<file path="src/rtl/nfa_pkg.sv">
package nfa_pkg;
  typedef enum logic [1:0] {
    ST_IDLE  = 2'd0,
    ST_SCAN  = 2'd1,
    ST_FLUSH = 2'd2
  } nfa_state_e;
endpackage

</file>
<file path="src/rtl/nfa_bitmap.sv">
module nfa_bitmap #(
  parameter int N     = 64,
  parameter int IDX_W = 6
) (
  input  logic             clk,
  input  logic             rst_n,
  input  logic             set_en,
  input  logic [IDX_W-1:0] set_idx,
  input  logic             clr_en,
  input  logic [IDX_W-1:0] clr_idx,
  output logic [N-1:0]     used,
  output logic             all_used,
  output logic             dbl_free_err
);
  localparam int SPAN = 1 << IDX_W;

  logic [N-1:0]    used_q, used_d;
  logic [SPAN-1:0] used_pad;
  logic            clr_hit, clr_ok, err_q, err_d, map_en;

  assign used_pad = SPAN'(used_q);
  assign clr_hit  = used_pad[clr_idx];
  assign clr_ok   = clr_en && clr_hit;
  assign map_en   = set_en || clr_ok;

  always_comb begin
    used_d = used_q;
    if (set_en) used_d[set_idx] = 1'b1;
    if (clr_ok) used_d[clr_idx] = 1'b0;
    err_d = err_q | (clr_en & ~clr_hit);
  end

  always_ff @(posedge clk or negedge rst_n) begin
    if (!rst_n) begin
      used_q <= '0;
      err_q  <= 1'b0;
    end else begin
      if (map_en) used_q <= used_d;
      err_q <= err_d;
    end
  end

  assign used         = used_q;
  assign all_used     = &used_q;
  assign dbl_free_err = err_q;


  err_sticky_chk: assert property (@(posedge clk) disable iff (!rst_n)
    err_q |=> err_q);


  grant_free_only_chk: assert property (@(posedge clk) disable iff (!rst_n)
    set_en |-> !used_pad[set_idx]);
endmodule

</file>
<file path="src/rtl/nfa_window.sv">
module nfa_window #(
  parameter int N     = 64,
  parameter int LANES = 8,
  parameter int IDX_W = 6
) (
  input  logic [N-1:0]     used,
  input  logic [IDX_W-1:0] cursor,
  output logic             hit,
  output logic [IDX_W-1:0] hit_idx,
  output logic             at_end,
  output logic [IDX_W-1:0] next_cursor
);
  localparam int SPAN = 1 << IDX_W;
  localparam int PW   = IDX_W + 1;

  logic [SPAN-1:0]  used_pad;
  logic [LANES-1:0] lane_free;
  logic [PW-1:0]    lane_pos [LANES];
  logic [PW-1:0]    end_pos;

  assign used_pad = SPAN'(used);

  generate
    for (genvar k = 0; k < LANES; k++) begin : g_lane
      assign lane_pos[k]  = {1'b0, cursor} + PW'(k);
      assign lane_free[k] = (lane_pos[k] < PW'(N)) &&
                            !used_pad[lane_pos[k][IDX_W-1:0]];
    end
  endgenerate

  always_comb begin
    hit     = 1'b0;
    hit_idx = '0;
    for (int k = LANES - 1; k >= 0; k--) begin
      if (lane_free[k]) begin
        hit     = 1'b1;
        hit_idx = lane_pos[k][IDX_W-1:0];
      end
    end
  end

  assign end_pos     = {1'b0, cursor} + PW'(LANES);
  assign at_end      = end_pos >= PW'(N);
  assign next_cursor = end_pos[IDX_W-1:0];
endmodule

</file>
<file path="src/rtl/nfa_ctrl.sv">
module nfa_ctrl
  import nfa_pkg::*;
#(
  parameter int N     = 64,
  parameter int IDX_W = 6
) (
  input  logic             clk,
  input  logic             rst_n,
  input  logic             alloc_req,
  input  logic             all_used,
  input  logic             hit,
  input  logic [IDX_W-1:0] hit_idx,
  input  logic             at_end,
  input  logic [IDX_W-1:0] next_cursor,
  input  logic             flush_ack,
  output logic [IDX_W-1:0] cursor,
  output logic             set_en,
  output logic [IDX_W-1:0] set_idx,
  output logic             alloc_done,
  output logic             alloc_full,
  output logic [IDX_W-1:0] alloc_idx,
  output logic             flush_req
);
  localparam logic [IDX_W-1:0] LAST = IDX_W'(N - 1);

  nfa_state_e       state_q, state_d;
  logic [IDX_W-1:0] cur_q, cur_d, ptr_q, ptr_d, idx_q, idx_d;
  logic             resume_q, resume_d, done_q, done_d, full_q, full_d;

  always_comb begin
    state_d  = state_q;
    cur_d    = cur_q;
    ptr_d    = ptr_q;
    idx_d    = idx_q;
    resume_d = resume_q;
    done_d   = 1'b0;
    full_d   = 1'b0;
    set_en   = 1'b0;
    unique case (state_q)
      ST_IDLE: begin
        if (alloc_req && !done_q) begin
          if (all_used) begin
            done_d = 1'b1;
            full_d = 1'b1;
          end else begin
            state_d = ST_SCAN;
            cur_d   = ptr_q;
          end
        end
      end
      ST_SCAN: begin
        if (hit) begin
          set_en = 1'b1;
          done_d = 1'b1;
          idx_d  = hit_idx;
          if (hit_idx == LAST) begin
            ptr_d    = '0;
            state_d  = ST_FLUSH;
            resume_d = 1'b0;
          end else begin
            ptr_d   = hit_idx + 1'b1;
            state_d = ST_IDLE;
          end
        end else if (at_end) begin
          state_d  = ST_FLUSH;
          resume_d = 1'b1;
          cur_d    = '0;
        end else begin
          cur_d = next_cursor;
        end
      end
      ST_FLUSH: begin
        if (flush_ack) state_d = resume_q ? ST_SCAN : ST_IDLE;
      end
      default: state_d = ST_IDLE;
    endcase
  end

  always_ff @(posedge clk or negedge rst_n) begin
    if (!rst_n) begin
      state_q  <= ST_IDLE;
      cur_q    <= '0;
      ptr_q    <= '0;
      idx_q    <= '0;
      resume_q <= 1'b0;
      done_q   <= 1'b0;
      full_q   <= 1'b0;
    end else begin
      state_q  <= state_d;
      cur_q    <= cur_d;
      ptr_q    <= ptr_d;
      resume_q <= resume_d;
      done_q   <= done_d;
      full_q   <= full_d;
      if (done_d) idx_q <= idx_d;
    end
  end

  assign cursor     = cur_q;
  assign set_idx    = hit_idx;
  assign alloc_done = done_q;
  assign alloc_full = full_q;
  assign alloc_idx  = idx_q;
  assign flush_req  = (state_q == ST_FLUSH);


  flush_hold_chk: assert property (@(posedge clk) disable iff (!rst_n)
    flush_req && !flush_ack |=> flush_req);


  flush_blocks_done_chk: assert property (@(posedge clk) disable iff (!rst_n)
    flush_req && $past(flush_req) |-> !alloc_done);


  done_pulse_chk: assert property (@(posedge clk) disable iff (!rst_n)
    alloc_done |=> !alloc_done);


  flush_from_search_chk: assert property (@(posedge clk) disable iff (!rst_n)
    $rose(flush_req) |-> $past(state_q == ST_SCAN));


  full_keeps_ptr_chk: assert property (@(posedge clk) disable iff (!rst_n)
    alloc_full |-> $stable(ptr_q));
endmodule

</file>
<file path="src/rtl/nextfit_alloc.sv">
module nextfit_alloc #(
  parameter int N     = 64,
  parameter int LANES = 8,
  parameter int IDX_W = $clog2(N)
) (
  input  logic             clk,
  input  logic             rst_n,
  input  logic             alloc_req,
  output logic             alloc_done,
  output logic             alloc_full,
  output logic [IDX_W-1:0] alloc_idx,
  input  logic             free_req,
  input  logic [IDX_W-1:0] free_idx,
  output logic             flush_req,
  input  logic             flush_ack,
  output logic             free_err
);
  logic [N-1:0]     used;
  logic             all_used, hit, at_end, set_en;
  logic [IDX_W-1:0] hit_idx, next_cursor, cursor, set_idx;

  nfa_bitmap #(.N(N), .IDX_W(IDX_W)) u_map (
    .clk(clk), .rst_n(rst_n),
    .set_en(set_en), .set_idx(set_idx),
    .clr_en(free_req), .clr_idx(free_idx),
    .used(used), .all_used(all_used), .dbl_free_err(free_err)
  );

  nfa_window #(.N(N), .LANES(LANES), .IDX_W(IDX_W)) u_win (
    .used(used), .cursor(cursor),
    .hit(hit), .hit_idx(hit_idx),
    .at_end(at_end), .next_cursor(next_cursor)
  );

  nfa_ctrl #(.N(N), .IDX_W(IDX_W)) u_ctrl (
    .clk(clk), .rst_n(rst_n),
    .alloc_req(alloc_req), .all_used(all_used),
    .hit(hit), .hit_idx(hit_idx), .at_end(at_end), .next_cursor(next_cursor),
    .flush_ack(flush_ack), .cursor(cursor),
    .set_en(set_en), .set_idx(set_idx),
    .alloc_done(alloc_done), .alloc_full(alloc_full), .alloc_idx(alloc_idx),
    .flush_req(flush_req)
  );
endmodule

</file>
<file path="config.mk">
export PLATFORM = sky130hd
export DESIGN_NAME = nextfit_alloc
export DESIGN_NICKNAME = d
export VERILOG_FILES = /design/src/rtl/nfa_pkg.sv /design/src/rtl/nfa_bitmap.sv /design/src/rtl/nfa_window.sv /design/src/rtl/nfa_ctrl.sv /design/src/rtl/nextfit_alloc.sv
export SDC_FILE = /design/constraint.sdc
export NUM_CORES = 1
export LEC_CHECK = 0
export ABC_AREA = 1
export BUFFER_PORTS_ARGS = -buffer_cell sky130_fd_sc_hd__buf_2
export CELL_PAD_IN_SITES_DETAIL_PLACEMENT = 0
export CELL_PAD_IN_SITES_GLOBAL_PLACEMENT = 1
export CORE_MARGIN = 2
export CORE_UTILIZATION = 42
export CTS_BUF_LIST = sky130_fd_sc_hd__clkbuf_4
export DETAILED_ROUTE_END_ITERATION = 7
export PLACE_DENSITY_LB_ADDON = 0.1
export SLEW_MARGIN = 10
export SYNTH_ARGS = -nofsm -noshare
export SYNTH_HDL_FRONTEND = slang
export SYNTH_SLANG_ARGS = --single-unit
</file>
<file path="constraint.sdc">
create_clock -name clk -period 3.9 [get_ports clk]
set_clock_uncertainty 0.05 [all_clocks]
set_input_delay 0.78 -clock clk [delete_from_list [all_inputs] [get_ports clk]]
set_output_delay 0.78 -clock clk [all_outputs]
set_load 0.01 [all_outputs]
</file>
== After elaboration in Yosys (flattened, before gate mapping) ==
Index checks and enable logic that the tools add are counted.

* Add/subtract/negate cells: 9
* Magnitude comparators: 21
* Equal/unequal tests: 9
* Multiplexer cells: 63
* Bitwise logic cells: 6
* Reduce and logical (&&, ||, !) cells: 31

{| class="wikitable"
|+ Operators by type and width
! kind !! number
|-
| $mux 64 || 2
|-
| $mux 6 || 13
|-
| $lt 6x7->1 const B || 11
|-
| $and 64x64->64 || 1
|-
| $not 64->64 || 1
|-
| $or 64x64->64 || 1
|-
| $reduce_and 64->1 || 1
|-
| $bmux 1 s6 || 9
|-
| $lt 7x7->1 const B || 7
|-
| $add 6x3->7 const B || 4
|-
| $mux 1 || 28
|-
| $add 6x2->7 const B || 2
|-
| $demux 1 s6 || 2
|-
| $ge 6x1->1 const B || 2
|-
| $logic_and 1x1->1 || 12
|-
| $mux 2 || 6
|-
| $pmux 6 s2 || 1
|-
| $logic_not 1->1 || 9
|-
| $reduce_and 4->1 || 2
|-
| $add 6x1->7 const B || 1
|-
| $add 6x4->7 const B || 1
|-
| $ge 7x7->1 const B || 1
|-
| $add 6x1->6 const B || 1
|-
| $eq 6x6->1 const B || 1
|-
| other kinds (15) || 20
|}

* Register bits after elaboration: 88
* Bits of input ports: 11
* Output and inout bits: 10
* Logic and storage cells: 148

== Logic depth before layout (Yosys ltp) ==
Gate-level depths: netlist of run 1.

* Depth in word-level cells: 21
* Mapped depth: 32
* Gate-level depth less buffers: 27

== Cells and area by module ==
From an unflattened synthesis of run 1, not the netlist that was laid out.

* Cell total of the unflattened synthesis: 1725
* Area total of the unflattened synthesis: 9913.3 um2

{| class="wikitable"
|+ By module, submodules not included
! module !! times used !! cells each !! area each (um2) !! seq. area each (um2)
|-
| nfa_bitmap || 1 || 754 || 4695.8 || 1626.6
|-
| nfa_window || 1 || 825 || 4027.6 || 0.0
|-
| nfa_ctrl || 1 || 146 || 1189.9 || 575.6
|}

== Worst setup path before layout of run 1 ==
No wires, ideal clock.

* Kind: register -> register
* From: register u_ctrl.cur_q[2], in the netlist u_ctrl.cursor[2]
* To: register u_ctrl.resume_q
* Library setup time: 0.117 ns
* Arrival: 3.595 ns
* Required time: 3.733 ns
* Path slack: 0.138 ns
* Cell stages (with the launch flop): 28
* Path buffers: 4
* Clock period less this slack: 3.762 ns
* Cell sequence: dfrtp_1 > buf_6 > inv_2 > clkbuf_1 > ha_1 > buf_2 > clkinv_1 > buf_1 > nand3_1 > nand2_1 > nand2_1 > nand3_1 > nand3_1 > nand3_2 > nand2_1 > o21ai_1 > nand2_1 > nand3_1 > nand2_1 > a21oi_4 > ha_1 > nand3_1 > nor2_4 > nand2_1 > nand2_1 > nand3_1 > nand2_1 > nand2_1

* Longest elaborated chain between the ends: 16
* Elaborated cells on any way between the ends: 70
* Classes of those cells: add/sub: 8; order compare: 9; eq/ne: 2; mux: 33; reduce/logical: 18

{| class="wikitable"
|+ RTL lines
! element !! line !! RTL
|-
| start, declared || nfa_ctrl.sv:27 || <nowiki>logic [IDX_W-1:0] cur_q, cur_d, ptr_q, ptr_d, idx_q, idx_d;</nowiki>
|-
| start signal, assigned || nfa_ctrl.sv:90 || <nowiki>cur_q <= cur_d;</nowiki>
|-
| $add 6x3->7 || nfa_window.sv:25 || <nowiki>assign lane_pos[k] = {1'b0, cursor} + PW'(k);</nowiki>
|-
| $bmux 1 s6 || nfa_window.sv:27 || <nowiki>!used_pad[lane_pos[k][IDX_W-1:0]];</nowiki>
|-
| $mux 1 (implied by the code) || nfa_window.sv:27 ||
|-
| $logic_not 1->1 || nfa_window.sv:27 ||
|-
| $logic_and 1x1->1 || nfa_window.sv:26 || <nowiki>assign lane_free[k] = (lane_pos[k] < PW'(N)) &&</nowiki>
|-
| $mux 6 (7 in series) || nfa_window.sv:35 || <nowiki>if (lane_free[k]) begin</nowiki>
|-
| $mux 6 * || nfa_window.sv:35 ||
|-
| named net hit_idx[1] || nextfit_alloc.sv:20 || <nowiki>logic [IDX_W-1:0] hit_idx, next_cursor, cursor, set_idx;</nowiki>
|-
| $eq 6x6->1 * || nfa_ctrl.sv:56 || <nowiki>if (hit_idx == LAST) begin</nowiki>
|-
| $ne 2x1->1 (no line) * || -- ||
|-
| $reduce_and 3->1 (no line) * || -- ||
|-
| end signal, assigned || nfa_ctrl.sv:92 || <nowiki>resume_q <= resume_d;</nowiki>
|-
| end, declared || nfa_ctrl.sv:28 || <nowiki>logic resume_q, resume_d, done_q, done_d, full_q, full_d;</nowiki>
|}

Mark *: on every way through the listed nets, which the timed path passes. The rest lies on a longest branch. The select of a mux whose other input is x is not followed.
A chain may end at the register's enable or synchronous reset.

== Worst setup path after layout of run 1 ==
* From: register u_ctrl.cur_q[1], in the netlist u_ctrl.cursor[1]
* To: register u_map.used_q[63], in the netlist u_map.used[63]

* Longest elaborated chain between the ends: 21
* Elaborated cells on any way between the ends: 75
* Classes of those cells: add/sub: 7; order compare: 10; mux: 38; bitwise: 2; reduce/logical: 18

{| class="wikitable"
|+ RTL lines
! element !! line !! RTL
|-
| $add 6x3->7 || nfa_window.sv:25 ||
|-
| $bmux 1 s6 || nfa_window.sv:27 ||
|-
| $mux 1 (implied by the code) || nfa_window.sv:27 ||
|-
| $logic_not 1->1 || nfa_window.sv:27 ||
|-
| $logic_and 1x1->1 || nfa_window.sv:26 ||
|-
| $mux 6 (8 in series) || nfa_window.sv:35 ||
|-
| $lt 6x7->1 (implied by the code) / $ge 6x1->1 (equally long branches) || nfa_bitmap.sv:28 || <nowiki>if (set_en) used_d[set_idx] = 1'b1;</nowiki>
|-
| $logic_and 1x1->1 (implied by the code) || nfa_bitmap.sv:28 ||
|-
| $mux 1 (implied by the code) || nfa_bitmap.sv:28 ||
|-
| $demux 1 s6 || -- ||
|-
| $or 64x64->64 (no line) || -- ||
|-
| $mux 64 || nfa_bitmap.sv:28 ||
|-
| $and 64x64->64 (no line) || -- ||
|-
| $mux 64 || nfa_bitmap.sv:29 || <nowiki>if (clr_ok) used_d[clr_idx] = 1'b0;</nowiki>
|-
| end signal, assigned || nfa_bitmap.sv:38 || <nowiki>if (map_en) used_q <= used_d;</nowiki>
|-
| end, declared || nfa_bitmap.sv:17 || <nowiki>logic [N-1:0] used_q, used_d;</nowiki>
|}

Several ways; a longest one is shown, not always the timed one. The select of a mux whose other input is x is not followed.

==> impl_metrics.ini, run 1 <==
[status]
status = finished clean

[die]
rows = 52
dieArea_mm2 = 0.0214
start_util_pct = 42.5
die_h_um = 146
core_area_mm2 = 0.0200
die_w_um = 146
ioPinCount = 21

[layout]
final_cell_area_mm2 = 0.00992
drive_above_1_share_pct = 15.3
nNetsFinal = 1478
fill_cells = 2203
syn_to_final_growth_pct = 16.6

[routing]
totalWireLength_mm = 35.4
vias = 10200
drc = 0
viasPerCell = 5.90
dr.pass1.iters = 6
postRouteAntennaNets = 0
post_drt_wl_per_cell_um = 20.5
drt_iter0_drc = 1435

[synthesis]
synthArstFlopShare_pct = 100
synthMuxAreaShare_pct = 0
synth_xor_area_share_pct = 2.21
syn-num-nets = 1399
avgSynthCellArea_um2 = 6.18
ys.flop_type = dfrtp_1
yosysSeqAreaShare_pct = 25.9
synth_cells = 1377
synth-simple-area-share_pct = 46.4
yosysWarnings = 0
synthAdderAreaFrac_pct = 1.62
synth_area_mm2 = 0.00851
synth_cell_types = 48
ys_seq_elements = 88
synth_edf_count = 0
synth_top_family_by_area = simple AND/OR/NAND/NOR gates
synth_compound_area_share_pct = 15.1

[timing]
fin_crit_sh_pct = 95.8
max_freq_ghz = 0.268
setup_viol = 0
hold_viol = 0
hold_ws_ps = 252
worstMarginPinSlew_ps = 743
grt_setup_unrepaired = yes
min_period_ps = 3740
slew_viol_final = 0
max_slew_margin_pct = 50.1

[global_routing]
grt_pass1_wl_mm = 54.1
track_usage_pct = 32.5
grt_max_degree = 71
antenna_found_initial = 1
overflow = 0
grt_pass1_vias = 9320

[critical_path]
r2r_start = u_ctrl.cursor[1]
cp-end-kind = flip-flop
required_ps = 4210
cp_max_fo = 17
critical_path_arrival_ps = 4050
cp_slowest_cell = dfrtp_1
worstSetupStartpoint = u_ctrl.cursor[1]
max_stage_delay_ps = 410
critPathKind = reg -> reg
start_kind = flip-flop
path_cells = inv_1 > buf_6 > ha_1 > clkinv_1 > buf_12 > nand3_1 > nand2_1 > nand2_1 > nand3_1 > nand3_1 > nand3_4 > inv_1 > nor4_2 > nand2_1 > inv_2 > nor2_4 > buf_12 > nor2_4 > nor3_4 > buf_4 > a21oi_1 > nor2_1

[clock_network]
cts.sinks = 88
cts_tree = built
cts_buffers = 9
cts_root_buf = clkbuf_4
clock_path_buffers = 2
clock_latency_ps = 460
ctsHtreeMaxLevel = 3
path_clk_slew_ps = 150
holdBufCountCts = 0

[place]
place_congestion = 0.962
place.port_buffers = 20
dpl_cell_area_mm2 = 0.00951
dp_hpwl_mm = 27.6

[worst_hold_path]
hold_class = in -> async

[flow_run]
drv_cap = 0
## metrics by stage
| step | std cells | utilization [%] | TNS, ps | setup slack, ps |
|---|---|---|---|---|
| 2_1_floorplan | 1377 | - | 0 | 138 |
| 3_3_place_gp | 1706 | 47.4 | -5710 | -154 |
| 3_5_place_dp | 1706 | 47.4 | -4250 | -122 |
| 4_1_cts | 1721 | 48.3 | 0 | 79.4 |
| 5_1_grt | 1731 | 49.5 | -539 | -68.2 |
| 6_report | 1731 | 49.5 | 0 | 163 |
## final cells by class
type	count	area, um^2	area share (%)
antenna	1	2.50	0.0252
clock buffer	9	67.6	0.681
clock inverter	6	90.1	0.908
inverter	110	418	4.21
multi-input combinational	1121	5710	57.6
sequential	88	2210	22.2
tap	270	338	3.41
timing repair buffer	126	1090	11.0
## critical path: cells and delay by family (launching register included)
kind | cells | cell delay, ps
fa+ha+maj | 1 | 280
flops | 1 | 410
compound gates | 1 | 150
buf+inv | 8 | 1050
simple gates | 12 | 1670
## cells in the mapped netlist, types with 9 or more instances
cell | number | area [um^2]
buf_2 | 30 | 150
nor2_1 | 106 | 398
o21ai_1 | 11 | 55.1
ha_1 | 11 | 138
inv_1 | 95 | 357
inv_2 | 13 | 48.8
o21ai_0 | 33 | 165
nor3_1 | 28 | 140
clkbuf_1 | 14 | 52.6
nand4_1 | 25 | 156
nor2_4 | 14 | 158
buf_6 | 9 | 101
a21oi_1 | 141 | 706
o22ai_1 | 9 | 56.3
nand2_1 | 374 | 1400
dfrtp_1 | 88 | 2200
nand3_1 | 281 | 1410
## state kept, by name, indices dropped and copies added, names as in the netlist, 2 cells and up
signal / flops
u_map.used: 64
u_ctrl.ptr_q: 6
u_ctrl.cursor: 6
u_ctrl.alloc_idx: 6
u_ctrl.state_q: 2
## layout by cell type, fill, tap and decap left out, drive strengths merged, types with 5 or more instances in the layout
cell    synthesis  layout
nand2         381     381
inv           108     110
ha             11      11
nor4            5       5
nand3         288     288
a221oi          8       8
a21oi         143     143
buf            44     125
o21ai          47      47
o31ai           6       6
nor3           30      30
dfrtp          88      88
nand4          25      25
nor2          126     126
xor2           12      12
a22oi           8       8
clkbuf         14      10
o22ai           9       9
## logic make-up (layout without fill, tap and decap cells)
kind of cell / count (synthesis) / count (layout)
XOR/XNOR: 15 / 15
AND/OR/NAND/NOR: 864 / 864
other: 0 / 1
AO/OA/AOI/OAI: 231 / 231
flip-flops: 88 / 88
buffers and inverters: 168 / 251
adder cells (fa/ha/maj): 11 / 11
## worst paths after layout
path	slack, ps	endpoint	cells past startpoint
setup / recovery	160	u_map.used[63]	22
hold / removal	250	u_map.dbl_free_err	1
setup reg to reg	160	u_map.used[63]	22
hold reg to reg	440	u_map.dbl_free_err	1
max in group asynchronous	2740	u_ctrl.cursor[2]	2
min in group clk	440	u_map.dbl_free_err	1
## metal layers
layer | routed length (um) | share of wire (%) | vias up | track usage, %
li1 | - | - | 4842 | -
met1 | 15300 | 43 | 4760 | 47.0
met4 | 1170 | 3.3 | 0 | 10.7
met3 | 3260 | 9.2 | 85 | 4.97
met2 | 15700 | 44 | 528 | 50.0
met5 | 0 | 0 | - | 0
## repair_timing
action / in CTS / in global routing
pin swaps: 0 / 7
cloned: 0 / 1
resized for setup: 3 / 33
setup buffers: 0 / 8
endpoints found under the setup margin: 75 / 81
Power of run 1 is left out: the tool's default activity adds up to more than one toggle a clock period on the data nets, which glitch-free logic cannot reach.
==> run 2: changes to the inputs <==
Settings changed: CTS_CLUSTER_SIZE set to 20, GPL_TIMING_DRIVEN set to 0.
==> impl_metrics.ini, run 2 (synthesis gave the netlist of run 1 again) <==
[status]
status = finished clean

[place]
dp_cells = 1668
dp_hpwl_mm = 30.2
place.port_buffers = 20
place_congestion = 1.04

[flow_run]
drv_cap = 0

[clock_network]
cts_tree = built
ctsHtreeMaxLevel = 3
holdBufCountCts = 0
cts_buffers = 9
clock_latency_ps = 460
path_clk_slew_ps = 150
clock_path_buffers = 2
cts_root_buf = clkbuf_4
cts.sinks = 88

[layout]
multi_input_area_mm2 = 0.00605
drive_above_1_share_pct = 18.4
nNetsFinal = 1487
syn_to_final_growth_pct = 20.8
layout.cells.most_common_list = nand2_1 (355), nand3_1 (270), a21oi_1 (131)
largest_reg_flops = 64
finalNonFillerCells = 1741
final_util_pct = 51.3
fill_cells = 2132
regArea_mm2 = 0.00220
final_common_cell = nand2_1

[routing]
postRouteAntennaNets = 0
dr.pass1.iters = 6
drt_iter0_drc = 1249
post_drt_wl_per_cell_um = 22.2
totalWireLength_mm = 38.6
drc = 0
viasPerCell = 5.99
vias = 10400

[die]
core_area_mm2 = 0.0200
die_h_um = 146
ioPinCount = 21
dieArea_mm2 = 0.0214
start_util_pct = 42.5
rows = 52
die_w_um = 146

[critical_path]
required_ps = 4220
cp_max_fo = 10
max_stage_delay_ps = 420
cp_common_cell = nand2_1
regToRegEndpoint = u_ctrl.resume_q
reg2reg_depth = 25
cp_slowest_cell = dfrtp_2
cp-end-kind = flip-flop
worstSetupStartpoint = u_ctrl.cursor[1]
cp_top_family = simple AND/OR/NAND/NOR gates
r2r_start = u_ctrl.cursor[1]
r2r_setup_slack_ps = 130
path_buf_inv = 4
critPathKind = reg -> reg
start_kind = flip-flop
critical_path_arrival_ps = 4090

[timing]
max_slew_margin_pct = 42.3
setup_viol = 0
hold_ws_ps = 170
fin_tns_setup_ps = 0
max_freq_ghz = 0.265
hold_viol = 0
grt_setup_unrepaired = yes
min_period_ps = 3770
fin_crit_sh_pct = 96.7
slew_viol_final = 0
worstMarginPinSlew_ps = 859

[global_routing]
overflow = 0
grt_max_degree = 63
antenna_found_initial = 1
track_usage_pct = 35.6
grt_pass1_vias = 9822
grt_pass1_wl_mm = 58.2

[worst_hold_path]
hold_class = in -> async
-- run 2: metrics by stage --
stage	setup WS (ps)	area, um^2
detailed placement	-1140	8970
global route	-69.9	10300
floorplan	138	8510
CTS	0.339	9550
global placement	-1160	8940
finish	127	10300
-- run 2: how the worst max path moves through the flow --
stage / slack (ps) / end / depth (start not counted)
finish: 130 / u_ctrl.resume_q / 25
global route: -70 / u_ctrl.resume_q / 27
CTS: 0.3 / u_ctrl.resume_q / 22
detailed placement: -1140 / u_map.used[8] / 21
global placement: -1160 / u_map.used[9] / 21
floorplan: 140 / u_ctrl.resume_q / 27
-- run 2: layout make-up --
cell class              count  share of cell area (%)
plain buffers              56                    4.42
multi-input cells        1123                    58.9
diodes                      1                  0.0244
well taps                 270                    3.29
clock buffers              10                   0.731
clock inverters             6                   0.816
flip-flops and latches     88                    21.5
repair buffers             77                    6.13
inverters                 110                    4.24
-- run 2: metal layers --
metal / vias to the layer above / GRT usage [%] / wire, um
li1: 4870 / - / -
met5: - / 0 / 0
met3: 112 / 6.00 / 3470
met2: 543 / 57.1 / 17500
met1: 4895 / 47.6 / 15800
met4: 0 / 15.4 / 1830
-- run 2: what timing repair did --
item	CTS	global route
pin swaps	15	32
setup buffers	22	34
cloned	0	2
endpoints found under the setup margin	86	85
gates resized for setup	72	95
Power of run 2 is left out for the same reason.
